--- src/rtl/adc_port_pkg.sv ---
package adc_port_pkg;
  typedef enum logic [2:0] {
    ST_IDLE,
    ST_BUSY,
    ST_SHIFT,
    ST_DONE,
    ST_ABORT
  } port_state_e;
endpackage

--- src/rtl/adc_sync.sv ---
module adc_sync #(
  parameter int  N       = 1,
  parameter int  STAGES  = 2,
  parameter logic [N-1:0] RST_VAL = '0
) (
  input  logic         clk_i,
  input  logic         rst_ni,
  input  logic [N-1:0] d_i,
  output logic [N-1:0] q_o
);
  logic [N-1:0] stage_q [STAGES];

  always_ff @(posedge clk_i or negedge rst_ni) begin
    if (!rst_ni) stage_q[0] <= RST_VAL;
    else         stage_q[0] <= d_i;
  end

  for (genvar s = 1; s < STAGES; s++) begin : g_stage
    always_ff @(posedge clk_i or negedge rst_ni) begin
      if (!rst_ni) stage_q[s] <= RST_VAL;
      else         stage_q[s] <= stage_q[s-1];
    end
  end

  assign q_o = stage_q[STAGES-1];
endmodule

--- src/rtl/adc_edge_det.sv ---
module adc_edge_det #(
  parameter int N = 1,
  parameter logic [N-1:0] RST_VAL = '0
) (
  input  logic         clk_i,
  input  logic         rst_ni,
  input  logic [N-1:0] sig_i,
  output logic [N-1:0] rise_o,
  output logic [N-1:0] fall_o
);
  logic [N-1:0] prev_q;

  always_ff @(posedge clk_i or negedge rst_ni) begin
    if (!rst_ni) prev_q <= RST_VAL;
    else         prev_q <= sig_i;
  end

  assign rise_o = sig_i & ~prev_q;
  assign fall_o = ~sig_i & prev_q;
endmodule

--- src/rtl/adc_result_shifter.sv ---
module adc_result_shifter
  import adc_port_pkg::*;
#(
  parameter int W         = 15,
  parameter int ABORT_CYC = 3
) (
  input  logic         clk_i,
  input  logic         rst_ni,
  input  logic         cs_fall_i,
  input  logic         cs_rise_i,
  input  logic         sclk_fall_i,
  input  logic         sclk_rise_i,
  input  logic         res_valid_i,
  input  logic [W-1:0] res_data_i,
  output logic         sdat_o,
  output logic         oe_o
);
  localparam int PULSES = W + 1;
  localparam int CW     = $clog2(PULSES + 1);
  localparam int AW     = $clog2(ABORT_CYC + 1);

  port_state_e  state_q;
  logic [W-1:0] shreg_q;
  logic [CW-1:0] cnt_q;
  logic [AW-1:0] abort_q;
  logic          sdat_q;

  always_ff @(posedge clk_i or negedge rst_ni) begin
    if (!rst_ni) begin
      state_q <= ST_IDLE;
      shreg_q <= '0;
      cnt_q   <= '0;
      abort_q <= '0;
      sdat_q  <= 1'b0;
    end else begin
      unique case (state_q)
        ST_IDLE: begin
          sdat_q <= 1'b0;
          if (cs_fall_i) begin
            state_q <= ST_BUSY;
            cnt_q   <= '0;
          end
        end
        ST_BUSY: begin
          if (cs_rise_i) begin
            state_q <= ST_ABORT;
            abort_q <= '0;
          end else if (res_valid_i) begin
            shreg_q <= res_data_i;
            sdat_q  <= 1'b1;
            cnt_q   <= '0;
            state_q <= ST_SHIFT;
          end
        end
        ST_SHIFT: begin
          if (cs_rise_i) begin
            state_q <= ST_ABORT;
            abort_q <= '0;
          end else if (sclk_fall_i) begin
            if (cnt_q < CW'(W)) begin
              sdat_q  <= shreg_q[W-1];
              shreg_q <= shreg_q << 1;
            end
            cnt_q <= cnt_q + 1'b1;
            if (cnt_q == CW'(PULSES - 1)) state_q <= ST_DONE;
          end
        end
        ST_DONE: begin
          if (cs_rise_i) state_q <= ST_IDLE;
        end
        ST_ABORT: begin
          abort_q <= abort_q + 1'b1;
          if (abort_q == AW'(ABORT_CYC - 1)) state_q <= ST_IDLE;
        end
        default: state_q <= ST_IDLE;
      endcase
    end
  end

  assign sdat_o = sdat_q;
  assign oe_o   = (state_q != ST_IDLE);

  AST_BUSY_LOW: assert property (@(posedge clk_i) disable iff (!rst_ni)
    (state_q == ST_BUSY) |-> !sdat_q);
  AST_READY_MARK: assert property (@(posedge clk_i) disable iff (!rst_ni)
    (state_q == ST_BUSY && res_valid_i && !cs_rise_i) |=> sdat_q);
  AST_SHIFT_ON_FALL: assert property (@(posedge clk_i) disable iff (!rst_ni)
    (state_q == ST_SHIFT && sclk_rise_i) |=> $stable(sdat_q));
  AST_CNT_RANGE: assert property (@(posedge clk_i) disable iff (!rst_ni)
    cnt_q <= CW'(PULSES));
  AST_NO_EARLY_SHIFT: assert property (@(posedge clk_i) disable iff (!rst_ni)
    (state_q == ST_BUSY && sclk_fall_i && !res_valid_i) |=> cnt_q == '0);
  AST_ABORT_WINDOW: assert property (@(posedge clk_i) disable iff (!rst_ni)
    (state_q == ST_ABORT) |-> (abort_q < AW'(ABORT_CYC) && oe_o));
  AST_IDLE_IGNORE: assert property (@(posedge clk_i) disable iff (!rst_ni)
    (state_q == ST_IDLE) |=> (state_q != ST_SHIFT));
endmodule

--- src/rtl/adc_serial_port.sv ---
module adc_serial_port #(
  parameter int W         = 15,
  parameter int SYNC_STG  = 2,
  parameter int ABORT_CYC = 3
) (
  input  logic         clk_i,
  input  logic         rst_ni,
  input  logic         cs_n_i,
  input  logic         sclk_i,
  input  logic         res_valid_i,
  input  logic [W-1:0] res_data_i,
  output logic         sdat_o,
  output logic         sdat_oe_o
);
  localparam logic [1:0] PIN_IDLE = 2'b10; // {cs_n, sclk}

  logic [1:0] pins_s, rise_w, fall_w;

  adc_sync #(.N(2), .STAGES(SYNC_STG), .RST_VAL(PIN_IDLE)) u_sync (
    .clk_i  (clk_i),
    .rst_ni (rst_ni),
    .d_i    ({cs_n_i, sclk_i}),
    .q_o    (pins_s)
  );

  adc_edge_det #(.N(2), .RST_VAL(PIN_IDLE)) u_edge (
    .clk_i  (clk_i),
    .rst_ni (rst_ni),
    .sig_i  (pins_s),
    .rise_o (rise_w),
    .fall_o (fall_w)
  );

  adc_result_shifter #(.W(W), .ABORT_CYC(ABORT_CYC)) u_shift (
    .clk_i       (clk_i),
    .rst_ni      (rst_ni),
    .cs_fall_i   (fall_w[1]),
    .cs_rise_i   (rise_w[1]),
    .sclk_fall_i (fall_w[0]),
    .sclk_rise_i (rise_w[0]),
    .res_valid_i (res_valid_i),
    .res_data_i  (res_data_i),
    .sdat_o      (sdat_o),
    .oe_o        (sdat_oe_o)
  );

  AST_RESET_IDLE: assert property (@(posedge clk_i)
    !rst_ni |-> !sdat_oe_o);
endmodule

--- config.mk ---
export PLATFORM = sky130hd
export DESIGN_NAME = adc_serial_port
export DESIGN_NICKNAME = d
export VERILOG_FILES = /design/src/rtl/adc_port_pkg.sv /design/src/rtl/adc_sync.sv /design/src/rtl/adc_edge_det.sv /design/src/rtl/adc_result_shifter.sv /design/src/rtl/adc_serial_port.sv
export SDC_FILE = /design/constraint.sdc
export NUM_CORES = 1
export LEC_CHECK = 0
export BUFFER_PORTS_ARGS = -buffer_cell sky130_fd_sc_hd__buf_4
export CAP_MARGIN = 25
export CORE_ASPECT_RATIO = 1.4
export CORE_UTILIZATION = 46
export CTS_CLUSTER_SIZE = 8
export DETAILED_ROUTE_END_ITERATION = 16
export PLACE_DENSITY = 0.67
export SYNTH_ARGS = -nofsm -noshare
export SYNTH_HDL_FRONTEND = slang
export SYNTH_SLANG_ARGS = --single-unit
--- constraint.sdc ---
create_clock -name clk_i -period 1.9 [get_ports clk_i]
set_clock_uncertainty 0.05 [all_clocks]
set_input_delay 0.095 -clock clk_i [delete_from_list [all_inputs] [get_ports clk_i]]
set_output_delay 0.095 -clock clk_i [all_outputs]
set_load 0.01 [all_outputs]
==> results.yml <==
status:
  status: "finished, violations left"
  violations: "setup timing"
placed_design:
  hpwl_mm: 2.233
  placed_area_sq_mm: 0.001942
  portBuffers: 21
  place_congestion: 0.9390
worst_setup_path:
  worst_ep_arrival_time_ns: 2.09
  crit_slowest_cell: "dfstp_2"
  crit_required_ns: 2.02
  endpoint: "u_shift.shreg_q[5]"
  max_stage_delay_ns: 0.53
  crit_fanout: 15
  path_cells: "nand2b_4 > or4b_4 > o32a_1 > buf_12 > mux2_1"
  path_depth: 5
  rr_worst_depth: 5
  rrSetupSlack_ns: -0.06
  cp-start-kind: "register"
  crit_start: "u_edge.prev_q[1]"
  cp.buffers_inverters: 1
  timing.rr.end: "u_shift.shreg_q[5]"
  critPathTopFamily: "simple AND/OR/NAND/NOR gates"
  crit_type: "register to register"
  regToRegStartpoint: "u_edge.prev_q[1]"
  end_kind: "register"
timing:
  whs_ns: 0.03155
  maxSlewViolCount: 0
  setup_ws_ns: -0.06390
  finalCritPeriodShare_pct: 103.4
  worst-slew-pin-transition_ns: 0.4031
  finalHoldViolations: 0
  grt_setup_unrepaired: "yes"
  tns_ns: -0.6943
  fin_crit_ns: 1.964
  maxSlewHeadroom_pct: 73.13
  finalSetupViolations: 14
  fmax_ghz: 0.5092
routing:
  via_per_inst: 5.502
  routed_wl_mm: 3.259
  wl_per_cell_um: 15.30
  vias: 1172
  ant_nets: 0
  drtIter0Drc: 18
  first_pass_iters: 4
  drc_errors: 0
finish:
  finalInstanceArea_sq_mm: 0.002093
  diodes: 0
  nets: 195
  postLayoutCoreUtil_pct: 61.39
  drive_above_1_share_pct: 38.15
  area_growth_pct: 27.13
pwr:
  p_per_area_mw_per_mm2: 1325
  p_switching_uw: 900.7
  peakVddDrop_uv: 858.9
  total_power_uw: 2773
  p_leak_uw: 0.001008
  pwr-share-clk_pct: 18.6
  combPwrFrac_pct: 43.1
  p_int_uw: 1873
  power.switching_fraction_pct: 32.48
  seq_power_share_pct: 38.3
die:
  die_x_um: 52.57
  die_h_um: 72.79
  num_rows: 25
  pin_count: 22
  core_area_sq_mm: 0.003410
  start_util_pct: 48.29
  dieArea_sq_mm: 0.003826
logic_synthesis:
  syn_inst: 134
  ys_ff_latch: 32
  yosys_most_used_dff: "dfrtp_1"
  syn_area_sq_mm: 0.001647
  async_reset_ff_share_pct: 100.0
  synth_edf_count: 0
  yosysSeqAreaShare_pct: 48.86
  synth_fp_nets: 157
  yosysWarnings: 0
  avgSynthCellArea_sq_um: 12.29
  synth_cell_types: 43
cts:
  cts.root.buffer_cell: "clkbuf_8"
  numCtsBuffers: 5
  htreeDepth: 2
  cts_tree: "built"
  clk_pin_slew_ns: 0.07
  insertion_delay_ns: 0.29
  cts_sinks: 32
  cts_buffer_depth: 2
  post_cts_buffers: 0
global_route:
  antenna_found_initial: 0
  grt_max_degree: 33
  track_usage_pct: 20.23
  grt_overflow_total: 0
  grt_pass1_vias: 1217
  grt_pass1_wl_mm: 5.561
job:
  drv_cap: 0
hold_path:
  hp-class: "primary input to register"
[tightest hold or removal path: stages]
cell	delay (ns)
buf_4	0.09
a21oi_1	0.06
nor2_1	0.08
[power by group through the flow]
stage               clock, uW  sequential, uW  combinational (uW)
floorplan                   0            1030                 802
global placement            0            1050                1100
detailed placement          0            1060                1140
CTS                       540            1060                1170
global route              560            1090                1300
finish                    515            1060                1200
[state kept, by name, indices dropped and copies added, names as in the netlist]
| signal | count |
|---|---|
| u_shift.state_q | 3 |
| u_sync.q_o | 2 |
| u_shift.shreg_q | 15 |
| u_shift.sdat_o | 1 |
| u_shift.cnt_q | 5 |
| u_shift.abort_q | 2 |
| u_sync.stage_q | 2 |
| u_edge.prev_q | 2 |
[synth_stat cells, types with 2 or more instances]
library cell	number	area [sq um]
mux2_1	17	191.4
inv_1	9	33.78
ha_1	3	37.54
nand2_1	5	18.77
or3b_1	2	17.52
o211ai_1	3	22.52
clkbuf_1	4	15.01
or3_1	2	12.51
dfstp_2	3	78.83
mux2_4	9	135.1
o21ai_0	3	15.01
mux2i_1	3	30.03
nand2b_1	3	18.77
mux2_2	2	22.52
dfrtp_1	29	725.7
buf_6	2	22.52
o2bb2ai_1	2	17.52
nor2_1	8	30.03
[placed cells by master, fill, tap and decap left out, drive strengths merged, types with 2 or more instances in the layout]
master,synthesis,routed
nand2,5,5
mux2,28,28
or3,2,2
o2bb2ai,2,2
ha,3,3
mux2i,3,3
nor2,8,8
inv,9,9
o21ai,3,3
clkbuf,4,6
nand2b,4,4
or3b,3,3
dlygate4sd3,0,4
buf,3,34
dfrtp,29,29
dfstp,3,3
o211ai,3,3
[per-stage QoR]
step           setup WS, ns  cells
2_1_floorplan       -0.1271    134
3_3_place_gp       -0.02954    201
3_5_place_dp       -0.05886    201
4_1_cts            -0.07488    213
5_1_grt             -0.1236    213
6_report           -0.06390    213
[final cells by class]
cell class	count	area, sq um
clock buffer	6	72.57
clock inverter	2	12.51
fill	275	1316
inverter	9	33.78
multi-input combinational	86	799.5
sequential	32	804.5
tap	40	50.05
timing repair buffer	38	320.3
[repair_timing]
item                       CTS  global route
gates resized for setup      2             3
gates cloned                 0             0
setup endpoints to repair   14            17
hold endpoints to repair    32             0
hold buffers                 4             0
[kinds of logic after synthesis]
| family | Yosys count | share of synthesized area [%] |
|---|---|---|
| adders and majority gates | 4 | 2.888 |
| muxes | 31 | 23.02 |
| buffers and inverters | 16 | 4.634 |
| AOI/OAI and AO/OA | 21 | 9.727 |
| and+or+nand+nor | 29 | 10.33 |
| xor gates and xnor gates | 1 | 0.5320 |
| DFF | 32 | 48.86 |
[how the worst min path moves through the flow]
stage / startpoint / endpoint / slack [ns] / cells after the start
floorplan: rst_ni / u_edge.prev_q[0] / -0.25 / 0
global placement: rst_ni / u_shift.cnt_q[2] / 0.001 / 1
detailed placement: rst_ni / u_shift.cnt_q[2] / 0.008 / 1
CTS: res_valid_i / u_shift.state_q[1] / 0.02 / 3
global route: res_valid_i / u_shift.state_q[1] / 0.07 / 3
finish: res_valid_i / u_shift.state_q[1] / 0.03 / 3
[metal layers]
layer  global-route usage (%)  part of all wire (%)
met1                    24.19                    43
met2                    31.93                    51
met5                        0                     0
met4                    11.40                   2.1
met3                    5.833                   4.4
Note: power is estimated with default switching activity, not from simulation.
